### src/rtl/sqm_pkg.sv
package sqm_pkg;

    typedef enum logic [1:0] {
        SQ_IDLE,
        SQ_LOAD,
        SQ_XFER,
        SQ_GAP
    } sq_state_e;

    // register port pages
    localparam logic [1:0] PG_TX  = 2'd0;
    localparam logic [1:0] PG_RX  = 2'd1;
    localparam logic [1:0] PG_CMD = 2'd2;
    localparam logic [1:0] PG_REG = 2'd3;

    // offsets inside the control page
    localparam int unsigned OFS_DIV    = 0;
    localparam int unsigned OFS_NEWP   = 1;
    localparam int unsigned OFS_ENDP   = 2;
    localparam int unsigned OFS_CTRL   = 3;
    localparam int unsigned OFS_IDLECS = 4;
    localparam int unsigned OFS_STAT   = 5;
    localparam int unsigned OFS_CPL    = 6;

    // control register bits
    localparam int unsigned CTL_GO   = 0;
    localparam int unsigned CTL_WRAP = 1;
    localparam int unsigned CTL_HALT = 2;
    localparam int unsigned CTL_IE   = 3;

endpackage

### src/rtl/sqm_baud.sv
module sqm_baud #(
    parameter int unsigned DIVW = 8
) (
    input  logic            clk,
    input  logic            rst_n,
    input  logic            run,
    input  logic [DIVW-1:0] div,
    output logic            tick
);
    typedef struct packed {
        logic [DIVW-1:0] cnt;
    } baud_t;

    baud_t s_q, s_d;
    logic  en;

    always_comb begin
        s_d  = s_q;
        en   = run && (div > DIVW'(1));
        tick = en && (s_q.cnt == div - DIVW'(1));
        if (!en || tick) begin
            s_d.cnt = '0;
        end else begin
            s_d.cnt = s_q.cnt + DIVW'(1);
        end
    end

    always_ff @(posedge clk) begin
        if (!rst_n) begin
            s_q <= '0;
        end else begin
            s_q <= s_d;
        end
    end

endmodule

### src/rtl/sqm_shifter.sv
module sqm_shifter #(
    parameter int unsigned DW = 8
) (
    input  logic          clk,
    input  logic          rst_n,
    input  logic          start,
    input  logic [DW-1:0] tx,
    input  logic          tick,
    input  logic          miso,
    output logic          sck,
    output logic          mosi,
    output logic          busy,
    output logic          fin,
    output logic [DW-1:0] rx
);
    localparam int unsigned BCW = $clog2(DW);

    typedef struct packed {
        logic [DW-1:0]  shreg;
        logic [DW-1:0]  rxreg;
        logic [BCW-1:0] bitcnt;
        logic           busy;
        logic           sck;
        logic           fin;
    } shf_t;

    shf_t s_q, s_d;

    always_comb begin
        s_d     = s_q;
        s_d.fin = 1'b0;
        if (start && !s_q.busy) begin
            s_d.shreg  = tx;
            s_d.busy   = 1'b1;
            s_d.sck    = 1'b0;
            s_d.bitcnt = '0;
        end else if (s_q.busy && tick) begin
            if (!s_q.sck) begin
                s_d.sck   = 1'b1;
                s_d.rxreg = {s_q.rxreg[DW-2:0], miso};
            end else begin
                s_d.sck = 1'b0;
                if (s_q.bitcnt == BCW'(DW - 1)) begin
                    s_d.busy = 1'b0;
                    s_d.fin  = 1'b1;
                end else begin
                    s_d.shreg  = {s_q.shreg[DW-2:0], 1'b0};
                    s_d.bitcnt = s_q.bitcnt + BCW'(1);
                end
            end
        end
    end

    always_ff @(posedge clk) begin
        if (!rst_n) begin
            s_q <= '0;
        end else begin
            s_q <= s_d;
        end
    end

    assign sck  = s_q.sck;
    assign mosi = s_q.shreg[DW-1];
    assign busy = s_q.busy;
    assign fin  = s_q.fin;
    assign rx   = s_q.rxreg;

    AST_MOSI_ON_FALL: assert property (@(posedge clk) disable iff (!rst_n)
        (s_q.busy && $past(s_q.busy) && !$stable(s_q.shreg[DW-1])) |-> $fell(s_q.sck));
    AST_BITCNT_BOUND: assert property (@(posedge clk) disable iff (!rst_n)
        s_q.busy |-> (s_q.bitcnt <= BCW'(DW - 1)));

endmodule

### src/rtl/sqm_sequencer.sv
module sqm_sequencer
    import sqm_pkg::*;
#(
    parameter int unsigned QD  = 16,
    parameter int unsigned CSW = 4
) (
    input  logic                   clk,
    input  logic                   rst_n,
    input  logic                   go,
    input  logic                   div_ok,
    input  logic [$clog2(QD)-1:0]  new_ptr,
    input  logic [$clog2(QD)-1:0]  end_ptr,
    input  logic                   wrap_en,
    input  logic                   halt_req,
    input  logic                   done_clr,
    input  logic [CSW-1:0]         cmd_cs,
    input  logic [CSW-1:0]         cs_idle,
    input  logic                   xfer_fin,
    output logic [$clog2(QD)-1:0]  ptr,
    output logic                   start,
    output logic [CSW-1:0]         cs,
    output logic                   rx_we,
    output logic                   done_flag,
    output logic                   halt_ack,
    output logic [$clog2(QD)-1:0]  cpl_ptr
);
    localparam int unsigned PW = $clog2(QD);

    typedef struct packed {
        sq_state_e      state;
        logic [PW-1:0]  ptr;
        logic [CSW-1:0] cs;
        logic           start;
        logic           done;
        logic           hack;
        logic [PW-1:0]  cpl;
    } seq_t;

    seq_t s_q, s_d;

    always_comb begin
        s_d       = s_q;
        s_d.start = 1'b0;
        s_d.hack  = s_q.hack && halt_req;
        rx_we     = 1'b0;
        if (done_clr) begin
            s_d.done = 1'b0;
        end
        unique case (s_q.state)
            SQ_IDLE: begin
                s_d.cs = cs_idle;
                if (go && div_ok) begin
                    s_d.ptr   = new_ptr;
                    s_d.state = SQ_LOAD;
                end
            end
            SQ_LOAD: begin
                s_d.cs    = cmd_cs;
                s_d.start = 1'b1;
                s_d.state = SQ_XFER;
            end
            SQ_XFER: begin
                if (xfer_fin) begin
                    rx_we   = 1'b1;
                    s_d.cs  = cs_idle;
                    s_d.cpl = s_q.ptr;
                    if (s_q.ptr == end_ptr) begin
                        s_d.done = 1'b1;
                        if (halt_req) begin
                            s_d.hack  = 1'b1;
                            s_d.state = SQ_IDLE;
                        end else if (wrap_en) begin
                            s_d.ptr   = new_ptr;
                            s_d.state = SQ_GAP;
                        end else begin
                            s_d.state = SQ_IDLE;
                        end
                    end else begin
                        s_d.ptr   = s_q.ptr + PW'(1);
                        s_d.state = SQ_GAP;
                    end
                end
            end
            SQ_GAP: begin
                s_d.cs    = cs_idle;
                s_d.state = SQ_LOAD;
            end
            default: s_d.state = SQ_IDLE;
        endcase
    end

    always_ff @(posedge clk) begin
        if (!rst_n) begin
            s_q       <= '0;
            s_q.state <= SQ_IDLE;
            s_q.cs    <= '1;
        end else begin
            s_q <= s_d;
        end
    end

    assign ptr       = s_q.ptr;
    assign start     = s_q.start;
    assign cs        = s_q.cs;
    assign done_flag = s_q.done;
    assign halt_ack  = s_q.hack;
    assign cpl_ptr   = s_q.cpl;

    AST_CS_HELD: assert property (@(posedge clk) disable iff (!rst_n)
        (s_q.state == SQ_XFER && $past(s_q.state) == SQ_XFER) |-> $stable(s_q.cs));
    AST_DONE_AT_END: assert property (@(posedge clk) disable iff (!rst_n)
        $rose(s_q.done) |-> (s_q.cpl == end_ptr));
    AST_HALT_AT_BOUNDARY: assert property (@(posedge clk) disable iff (!rst_n)
        $rose(s_q.hack) |-> (s_q.cpl == end_ptr && s_q.state == SQ_IDLE));
    AST_NO_START_OFF: assert property (@(posedge clk) disable iff (!rst_n)
        (s_q.state == SQ_IDLE && !div_ok) |=> (s_q.state == SQ_IDLE));

endmodule

### src/rtl/spi_queue_master.sv
module spi_queue_master
    import sqm_pkg::*;
#(
    parameter int unsigned QD      = 16,
    parameter int unsigned DW      = 8,
    parameter int unsigned CSW     = 4,
    parameter int unsigned DIVW    = 8,
    parameter int unsigned DIV_RST = 4
) (
    input  logic                          clk,
    input  logic                          rst_n,
    input  logic                          reg_we,
    input  logic [$clog2(QD)+1:0]         reg_addr,
    input  logic [DW-1:0]                 reg_wdata,
    output logic [DW-1:0]                 reg_rdata,
    input  logic                          miso,
    output logic                          sck,
    output logic                          mosi,
    output logic [CSW-1:0]                pcs,
    output logic                          irq
);
    localparam int unsigned PW    = $clog2(QD);
    localparam int unsigned ADDRW = PW + 2;
    localparam int unsigned NOST  = CSW;   // command bit that suppresses the receive store

    typedef struct packed {
        logic [DIVW-1:0] div;
        logic [PW-1:0]   newp;
        logic [PW-1:0]   endp;
        logic            wrap;
        logic            halt;
        logic            ie;
        logic [CSW-1:0]  csidle;
    } cfg_t;

    cfg_t cfg_q, cfg_d;

    logic [1:0]    page;
    logic [PW-1:0] idx;
    logic          reg_wr;
    logic          go;
    logic          done_clr;

    logic [DW-1:0] tx_ram  [QD];
    logic [DW-1:0] rx_ram  [QD];
    logic [DW-1:0] cmd_ram [QD];

    logic          tick;
    logic          sh_busy;
    logic          sh_fin;
    logic [DW-1:0] sh_rx;
    logic [PW-1:0] seq_ptr;
    logic          seq_start;
    logic          seq_rx_we;
    logic          done_flag;
    logic          halt_ack;
    logic [PW-1:0] cpl_ptr;
    logic          div_ok;

    assign page   = reg_addr[ADDRW-1 -: 2];
    assign idx    = reg_addr[PW-1:0];
    assign reg_wr = reg_we && (page == PG_REG);
    assign div_ok = cfg_q.div > DIVW'(1);

    // configuration registers
    always_comb begin
        cfg_d    = cfg_q;
        go       = 1'b0;
        done_clr = 1'b0;
        if (reg_wr) begin
            case (idx)
                PW'(OFS_DIV):    cfg_d.div    = DIVW'(reg_wdata);
                PW'(OFS_NEWP):   cfg_d.newp   = reg_wdata[PW-1:0];
                PW'(OFS_ENDP):   cfg_d.endp   = reg_wdata[PW-1:0];
                PW'(OFS_CTRL): begin
                    go         = reg_wdata[CTL_GO];
                    cfg_d.wrap = reg_wdata[CTL_WRAP];
                    cfg_d.halt = reg_wdata[CTL_HALT];
                    cfg_d.ie   = reg_wdata[CTL_IE];
                end
                PW'(OFS_IDLECS): cfg_d.csidle = reg_wdata[CSW-1:0];
                PW'(OFS_STAT):   done_clr     = reg_wdata[0];
                default: ;
            endcase
        end
    end

    always_ff @(posedge clk) begin
        if (!rst_n) begin
            cfg_q        <= '0;
            cfg_q.div    <= DIVW'(DIV_RST);
            cfg_q.csidle <= '1;
        end else begin
            cfg_q <= cfg_d;
        end
    end

    // queue memories: host writes transmit and command, engine writes receive
    always_ff @(posedge clk) begin
        if (!rst_n) begin
            for (int i = 0; i < QD; i++) begin
                tx_ram[i]  <= '0;
                cmd_ram[i] <= '0;
            end
        end else if (reg_we) begin
            if (page == PG_TX)  tx_ram[idx]  <= reg_wdata;
            if (page == PG_CMD) cmd_ram[idx] <= reg_wdata;
        end
    end

    always_ff @(posedge clk) begin
        if (!rst_n) begin
            for (int i = 0; i < QD; i++) begin
                rx_ram[i] <= '0;
            end
        end else if (seq_rx_we && !cmd_ram[seq_ptr][NOST]) begin
            rx_ram[seq_ptr] <= sh_rx;
        end
    end

    // read mux
    always_comb begin
        reg_rdata = '0;
        unique case (page)
            PG_TX:  reg_rdata = tx_ram[idx];
            PG_RX:  reg_rdata = rx_ram[idx];
            PG_CMD: reg_rdata = cmd_ram[idx];
            default: begin
                case (idx)
                    PW'(OFS_DIV):    reg_rdata = DW'(cfg_q.div);
                    PW'(OFS_NEWP):   reg_rdata = DW'(cfg_q.newp);
                    PW'(OFS_ENDP):   reg_rdata = DW'(cfg_q.endp);
                    PW'(OFS_CTRL):   reg_rdata = DW'({cfg_q.ie, cfg_q.halt, cfg_q.wrap, 1'b0});
                    PW'(OFS_IDLECS): reg_rdata = DW'(cfg_q.csidle);
                    PW'(OFS_STAT):   reg_rdata = DW'({halt_ack, done_flag});
                    PW'(OFS_CPL):    reg_rdata = DW'(cpl_ptr);
                    default:         reg_rdata = '0;
                endcase
            end
        endcase
    end

    sqm_baud #(.DIVW(DIVW)) u_baud (
        .clk   (clk),
        .rst_n (rst_n),
        .run   (sh_busy),
        .div   (cfg_q.div),
        .tick  (tick)
    );

    sqm_shifter #(.DW(DW)) u_shift (
        .clk   (clk),
        .rst_n (rst_n),
        .start (seq_start),
        .tx    (tx_ram[seq_ptr]),
        .tick  (tick),
        .miso  (miso),
        .sck   (sck),
        .mosi  (mosi),
        .busy  (sh_busy),
        .fin   (sh_fin),
        .rx    (sh_rx)
    );

    sqm_sequencer #(.QD(QD), .CSW(CSW)) u_seq (
        .clk       (clk),
        .rst_n     (rst_n),
        .go        (go),
        .div_ok    (div_ok),
        .new_ptr   (cfg_q.newp),
        .end_ptr   (cfg_q.endp),
        .wrap_en   (cfg_q.wrap),
        .halt_req  (cfg_q.halt),
        .done_clr  (done_clr),
        .cmd_cs    (cmd_ram[seq_ptr][CSW-1:0]),
        .cs_idle   (cfg_q.csidle),
        .xfer_fin  (sh_fin),
        .ptr       (seq_ptr),
        .start     (seq_start),
        .cs        (pcs),
        .rx_we     (seq_rx_we),
        .done_flag (done_flag),
        .halt_ack  (halt_ack),
        .cpl_ptr   (cpl_ptr)
    );

    assign irq = done_flag && cfg_q.ie;

    AST_SCK_FROZEN: assert property (@(posedge clk) disable iff (!rst_n)
        (cfg_q.div < DIVW'(2)) |=> $stable(sck));
    AST_PCS_DURING_SHIFT: assert property (@(posedge clk) disable iff (!rst_n)
        (sh_busy && $past(sh_busy)) |-> $stable(pcs));
    AST_SCK_IDLE_LOW: assert property (@(posedge clk) disable iff (!rst_n)
        (!sh_busy && !$past(sh_busy)) |-> !sck);

endmodule

### config.mk
export PLATFORM = sky130hd
export DESIGN_NAME = spi_queue_master
export DESIGN_NICKNAME = d
export VERILOG_FILES = /design/src/rtl/sqm_pkg.sv /design/src/rtl/sqm_baud.sv /design/src/rtl/sqm_shifter.sv /design/src/rtl/sqm_sequencer.sv /design/src/rtl/spi_queue_master.sv
export SDC_FILE = /design/constraint.sdc
export NUM_CORES = 1
export LEC_CHECK = 0
export CORE_UTILIZATION = 58
export CTS_CLUSTER_SIZE = 14
export DETAILED_ROUTE_END_ITERATION = 8
export DONT_BUFFER_PORTS = 1
export GPL_TIMING_DRIVEN = 0
export PLACE_DENSITY = 0.72
export SYNTH_ARGS = -nofsm -noshare
export SYNTH_HDL_FRONTEND = slang
export SYNTH_SLANG_ARGS = --single-unit
export TNS_END_PERCENT = 10
### constraint.sdc
create_clock -name clk -period 3 [get_ports clk]
set_input_delay 0.45 -clock clk [delete_from_list [all_inputs] [get_ports clk]]
set_output_delay 0.45 -clock clk [all_outputs]
set_load 0.02 [all_outputs]
# Yosys cells after proc, flatten, opt, wreduce, memory -nomap -nowiden
# Memory sizes are Yosys's and may differ from the RTL's. A register that Yosys moved wholly into a read port is not among the register bits.
# Index checks and enable logic that the tools add are counted.
# Widths: inputs -> output; s select.
# word_totals
register_bits	70
ramBits	384
inputBits	18
out_inout_bits	15
memories	3
# classes
addsub	4
n_lt_le_gt_ge	1
n_eq_ne	20
mux	61
bitwise_logic	5
reduce_logical	39
# memory_table
memory	words	word_bits	rd	rd_clocked_by_memory_dff	wr	line_no	source
cmd_ram	16	8	2	1	16	spi_queue_master.sv:46	logic [DW-1:0] cmd_ram [QD];
rx_ram	16	8	1	0	16	spi_queue_master.sv:45	logic [DW-1:0] rx_ram [QD];
tx_ram	16	8	2	1	16	spi_queue_master.sv:44	logic [DW-1:0] tx_ram [QD];
# ops
cell	n
$mux 8	7
$pmux 8 s7	1
$mux 4	10
$mux 1	28
$mux 6	4
$pmux 8 s3	1
$reduce_or 8->1	3
$mux 22	1
$reduce_and 2->1	7
$eq 4x3->1 const B	3
$pmux 4 s3	1
$reduce_and 3->1	4
$mux 10	1
$logic_and 1x1->1	9
$add 8x1->8 const B	1
$eq 2x2->1 const B	4
$eq 4x2->1 const B	2
$eq 8x8->1	1
$gt 8x1->1 const B	1
$mux 2	4
$pmux 2 s4	1
$pmux 4 s2	1
$reduce_bool 2->1	4
$sub 8x1->8 const B	1
18 further kinds	30

# Longest topological paths before layout
# Gate-level depths: netlist (run 1).
# logic_depth
word_depth	8
mapped_depth	10
mapped_depth_nobuf	8

# Cells and area by module
# From an unflattened synthesis (run 1), not the netlist that was laid out.
# unflattened
cells_unflattened	1731
area_unflattened_um2	23324.9
# modules_own_cells
module	n_inst	cells_each	area_per_inst_um2	seq_area_each_um2
spi_queue_master	1	1433	20662.3	11991.5
sqm_shifter	1	104	1028.5	440.4
sqm_sequencer	1	116	1003.5	340.3
sqm_baud	1	78	630.6	160.2

# Worst setup path before layout (run 1)
# Ideal clock, no wire load.
# synth_path
kind	register to register
startpoint	register (tool-made name)
endpoint	memory rx_ram[0][0] (enable)
setup_time_ns	0.384
arrival_time_ns	2.552
path_slack_ns	0.064
path_stages_with_launch	7
n_path_buf	1
path_cell_list	dfxtp_1 > buf_2 > mux4_2 > mux2_2 > a2111oi_4 > nand2_2 > o21ai_0
# synth_rtl
item	line_no
end, declared	spi_queue_master.sv:45

==> impl_metrics.tcl, run 1 <==
set metrics [dict create \
    status "finished, violations left" \
    failed_checks "setup timing" \
    critPathKind "reg2reg" \
    grt_usage 0.360 \
    relSlewSlack 0.0452 \
    setup_viol 101 \
    synth_seq_cells 458 \
    final.setup.worst_slack_ns -0.0848 \
    dr_wl_met3_um 10500 \
    area_growth_pct 11.8 \
    synth-edff-count 384 \
    cts_tree "built" \
    ant_nets 0 \
    die-width_um 200 \
    final_common_cell "edfxtp_1" \
    via_count 16000 \
    route.detailed.drc 0 \
    grt_overflow_total 0 \
    crit_arrival_ns 3.39 \
    wl_met2_um 31800 \
    finalCriticalPeriod_ns 3.08 \
    cts_root_buffer "clkbuf_16" \
    first_pass_iters 5 \
    cts_buffer_depth 3 \
    yosysSeqAreaShare 0.570 \
    hold_violations 0 \
    top_layer "met5" \
    p_sw_frac 0.246 \
    hp-class "in2reg" \
    final_util 0.659 \
    avgRoutedWirePerCell_um 30.5 \
    comb_power_share 0.099 \
    cpMaxStageDelayCell "clkbuf_1" \
    dp_hpwl_um 51400 \
    row_count 72 \
    cts.hold.buffers_added 0 \
    cts_buffers 48 \
    routed_via_density 6.85 \
    synth_cell_type_count 58 \
    tns_ns -3.63 \
    slew_violations 0 \
    antenna_found_initial 2 \
    wl_met1_um 26100 \
    slowest_delay_ns 0.68 \
    drtIter0Drc 2519 \
    htreeDepth 2 \
    post-route-period-util 1.03 \
    synthesis.area_sq_um 22800 \
    peakVddDrop_mv 0.374 \
    grt_pass1_vias 15400 \
    p_per_area_nw_per_um2 566 \
    crit_chain "clkbuf_1 > mux2_2 > a2111oi_4 > buf_4 > nand2_4 > o21ai_4 > buf_6" \
    start_util 0.589 \
    layout_common_cells "edfxtp_1, nor2_1, and2_1, mux4_2, nand2_1" \
    whs_ns 0.0110 \
    dieArea_sq_um 40100 \
    p_clk_frac 0.394 \
    yosys_warnings 0 \
    drv_cap 0 \
    fmax_mhz 324 \
    cp-end-kind "register" \
    port-buffer-count 0 \
    ios 33 \
    syn_nets 1753 \
    syn_inst 1722 \
    clock_skew_ns 0.0276 \
    gp_congestion 0.976 \
    p_switching_mw 3.55 \
    pre_cts_ws_ns -1.38 \
    synth.area.top_cells "edfxtp_1, mux4_2, dfxtp_1" \
    worst_pin_slew_ns 1.42 \
    clock_sink_count 458 \
    worstPathMaxFanout 9 \
    grt_pass1_wl_um 104000 \
    clk_latency_ns 0.60 \
    fill_cells 2776 \
    avgSynthCellArea_sq_um 13.3 \
    drive_above_1_share 0.210 \
    fin_nets 1815 \
    clkTransAtPathRegs_ns 0.06 \
    diodes 0 \
    seqPwrFrac 0.507 \
    yosysTopAreaCell "edfxtp_1" \
    fp.coreArea_sq_um 38700 \
    die_y_um 200 \
    start_kind "register" \
    grt_max_degree 14 \
    synth_ff_type "edfxtp_1" \
    synth_top_area_share 0.505 \
    p_leak_nw 8.58 \
    wl_um 71200 \
    synth_async_sr_flop_share 0 \
    rsz0062_at_grt "yes" \
    cp.required_ns 3.31 \
    internal_power_mw 10.9 \
]
==> registers in the layout, summed over array words and instances, names as in the netlist, 8 cells and up, named ones only <==
signal       cells
u_shift.s_q     10
cfg_q           23
u_baud.s_q       8
rx_ram         128
cmd_ram        128
tx_ram         128
u_shift.rx       8
==> routing by layer <==
layer  global-route usage  vias up
met5                    0        -
met4                0.128        2
met3                0.115      171
met2                0.535     1268
met1                0.503     7975
li1                     -     6576
==> final cells by class <==
class | count | area [sq um] | area share
inverter | 15 | 56.3 | 0.00221
timing repair buffer | 15 | 121 | 0.00476
tap | 518 | 648 | 0.0254
buffer | 144 | 821 | 0.0322
sequential | 458 | 13000 | 0.510
clock inverter | 18 | 124 | 0.00485
multi-input combinational | 1102 | 9410 | 0.369
clock buffer | 65 | 1330 | 0.0520
==> cell usage after synthesis (31+ instances only) <==
library cell and number:
nor2_1 205, a21oi_1 31, nand2_1 117, dfxtp_1 74, nand3_1 38, clkbuf_1 90
mux4_2 172, nor3_1 42, mux2i_1 36, edfxtp_1 384, buf_2 36, and3_1 51
and2_1 186, o21ai_0 72
==> critical path, delay by kind of cell, from the launching register on <==
family,cells,cell delay [ns]
AO/OA/AOI/OAI,2,0.74
buffers and inverters,3,1.09
flip-flops,1,0.31
multiplexers,1,0.50
AND/OR/NAND/NOR,1,0.15
==> worst paths after layout <==
kind / startpoint / depth (start not counted) / endpoint / slack [ns]
min reg2reg: u_seq.cpl_ptr[0] / 2 / u_seq.cpl_ptr[0] / 0.46
max reg2reg: register / 7 / rx_ram[6][0] / -0.08
max: register / 7 / rx_ram[6][0] / -0.08
min: reg_wdata[0] / 2 / cfg_q[15] / 0.01
==> cell families (layout without fill, tap and decap cells) <==
group | Yosys count | after routing | share of synthesized area
and+or+nand+nor | 684 | 684 | 0.149
adders and majority gates | 13 | 13 | 0.00713
DFF | 458 | 458 | 0.570
AOI/OAI and AO/OA | 165 | 165 | 0.0446
muxes | 220 | 220 | 0.191
buffers and inverters | 162 | 257 | 0.0299
xor gates and xnor gates | 20 | 20 | 0.00768
==> power by group through the flow <==
stage,Sequential (mW),Combinational (mW),Clock (mW)
global placement,7.43,1.29,0
floorplan,7.37,0.848,0
global route,7.35,1.47,5.91
detailed placement,7.45,1.31,0
CTS,7.32,1.38,5.65
finish,7.33,1.43,5.69
==> stage by stage <==
stage	total power [mW]	cell area, sq um	instances
global route	14.7	25500	2335
CTS	14.3	25400	2332
floorplan	8.22	22800	1722
global placement	8.71	23500	2240
finish	14.5	25500	2335
detailed placement	8.76	23500	2249
==> what timing repair did <==
| item | CTS | global route |
|---|---|---|
| pin swaps | 3 | 11 |
| cloned | 0 | 0 |
| endpoints found under the setup margin | 378 | 138 |
| resized for setup | 149 | 25 |
| setup buffers | 2 | 2 |
Power figures use the tool's default switching activity.
==> inputs of run 2 (changes only) <==
--- a/config.mk
+++ b/config.mk
@@ -6,11 +6,12 @@
 export NUM_CORES = 1
 export LEC_CHECK = 0
 export CORE_UTILIZATION = 58
-export CTS_CLUSTER_SIZE = 14
+export CTS_CLUSTER_SIZE = 10
 export DETAILED_ROUTE_END_ITERATION = 8
 export DONT_BUFFER_PORTS = 1
 export GPL_TIMING_DRIVEN = 0
 export PLACE_DENSITY = 0.72
+export RECOVER_POWER = 50
 export SYNTH_ARGS = -nofsm -noshare
 export SYNTH_HDL_FRONTEND = slang
 export SYNTH_SLANG_ARGS = --single-unit
==> constraint.sdc (replaced) <==
create_clock -name clk -period 3 [get_ports clk]
set_input_delay 0.6 -clock clk [delete_from_list [all_inputs] [get_ports clk]]
set_output_delay 0.6 -clock clk [all_outputs]
set_load 0.02 [all_outputs]
==> impl_metrics.tcl, run 2 (synthesis gave the netlist of run 1 again) <==
set metrics [dict create \
    status "finished, violations left" \
    failed_checks "setup timing" \
    p_clk_frac 0.399 \
    start_kind "primary input" \
    p_sw_frac 0.244 \
    whs_ns 0.124 \
    seqPwrFrac 0.497 \
    reg2reg_depth 8 \
    top_regs "cmd_ram: 128 flops, rx_ram: 128 flops, tx_ram: 128 flops" \
    hold_violations 0 \
    fmax_mhz 319 \
    cts_root_buffer "clkbuf_16" \
    grt_max_degree 15 \
    gp_congestion 0.993 \
    route.detailed.drc 0 \
    crit_chain "buf_16 > buf_12 > buf_12 > buf_16 > mux4_2 > mux4_2 > a22oi_2 > nand2_2" \
    fin_nets 1846 \
    r2r_slack_ns -0.11 \
    tns_ns -5.27 \
    port-buffer-count 0 \
    slew_violations 0 \
    relSlewSlack 0.0657 \
    die-width_um 200 \
    final_common_cell "edfxtp_1" \
    finalCriticalPeriod_ns 3.14 \
    cp.required_ns 2.40 \
    htreeDepth 2 \
    comb_power_share 0.105 \
    cts_tree "built" \
    grt_usage 0.367 \
    final.setup.worst_slack_ns -0.139 \
    worst_pin_slew_ns 1.39 \
    diodes 0 \
    ant_nets 0 \
    start_util 0.589 \
    cts_buffer_depth 3 \
    slowest_delay_ns 0.55 \
    final_util 0.674 \
    grt_pass1_vias 15700 \
    grt_pass1_wl_um 106000 \
    hp-class "in2reg" \
    drtIter0Drc 2032 \
    area_growth_pct 14.3 \
    drv_cap 0 \
    cp-end-kind "primary output" \
    wl_met1_um 26600 \
    row_count 72 \
    dieArea_sq_um 40100 \
    ios 33 \
    clock_skew_ns 0.0310 \
    post-route-period-util 1.05 \
    setup_viol 80 \
    grt_overflow_total 0 \
    wl_um 72500 \
    die_y_um 200 \
    cts.hold.buffers_added 0 \
    dp_hpwl_um 51700 \
    critPathKind "in2out" \
    drive_above_1_share 0.218 \
    rsz0062_at_grt "yes" \
    internal_power_mw 11.1 \
    clkTransAtPathRegs_ns 0.06 \
    first_pass_iters 5 \
    dr_wl_met3_um 10700 \
    peakVddDrop_mv 0.471 \
    cts_buffers 53 \
    wl_met2_um 32000 \
    cpMaxStageDelayCell "mux4_2" \
    via_count 16200 \
    antenna_found_initial 0 \
    avgRoutedWirePerCell_um 30.7 \
    clock_sink_count 458 \
    worstPathMaxFanout 10 \
    top_layer "met4" \
    routed_via_density 6.85 \
    crit_arrival_ns 2.54 \
    p_per_area_nw_per_um2 565 \
    fp.coreArea_sq_um 38700 \
    layout_common_cells "edfxtp_1, nor2_1, mux4_2, and2_0, nand2_1" \
    hold_depth 2 \
    p_leak_nw 8.73 \
    p_switching_mw 3.60 \
    clk_latency_ns 0.62 \
]
## run 2: routing by layer
metal,vias up,GRT usage
met3,201,0.118
met2,1287,0.539
li1,6631,-
met1,8050,0.512
met5,-,0
met4,0,0.143
## run 2: through the flow
step / instances / worst slack, ns / total power [mW] / cell area [sq um]
after global placement: 2240 / -1.42 / 8.72 / 23500
final: 2359 / -0.139 / 14.7 / 26100
after CTS: 2350 / -0.121 / 14.7 / 26000
after detailed placement: 2251 / -1.41 / 8.76 / 23600
after global routing: 2359 / -0.143 / 15.0 / 26100
after floorplan: 1722 / -0.0475 / 8.23 / 22800
## run 2: what timing repair did
action | in CTS | in global routing
gates resized for setup | 187 | 16
cloned | 2 | 0
endpoints found under the hold margin | 0 | 0
setup buffers | 18 | 8
pin swaps | 9 | 10
endpoints found under the setup margin | 338 | 128
## run 2: path summary, 6_finish.rpt
kind	startpoint	end
worst min register to register	u_seq.cpl_ptr[3]	u_seq.cpl_ptr[3]
worst min-delay path	reg_wdata[0]	cfg_q[15]
worst max register to register	register	rx_ram[5][3]
worst max-delay path	reg_addr[1]	reg_rdata[3]
## run 2: area by class of cell
class | count | area [sq um]
clock buffers | 75 | 1460
inverters | 15 | 56.3
well taps | 518 | 648
clock inverters | 6 | 56.3
repair buffers | 41 | 402
flip-flops and latches | 458 | 13000
fillers | 2763 | 12600
multi-input cells | 1102 | 9460
plain buffers | 144 | 993
## run 2: critical path: cells and delay by family
kind	cells	cell delay, ns
muxes	2	0.90
AOI/OAI and AO/OA	1	0.20
buffers and inverters	4	0.64
and+or+nand+nor	1	0.17
## run 2: power groups by stage
stage,Clock (mW),Sequential (mW),Combinational (mW)
3_3_place_gp,0,7.42,1.30
4_1_cts,5.86,7.32,1.48
5_1_grt,6.08,7.35,1.58
6_report,5.88,7.33,1.54
2_1_floorplan,0,7.37,0.851
3_5_place_dp,0,7.44,1.32
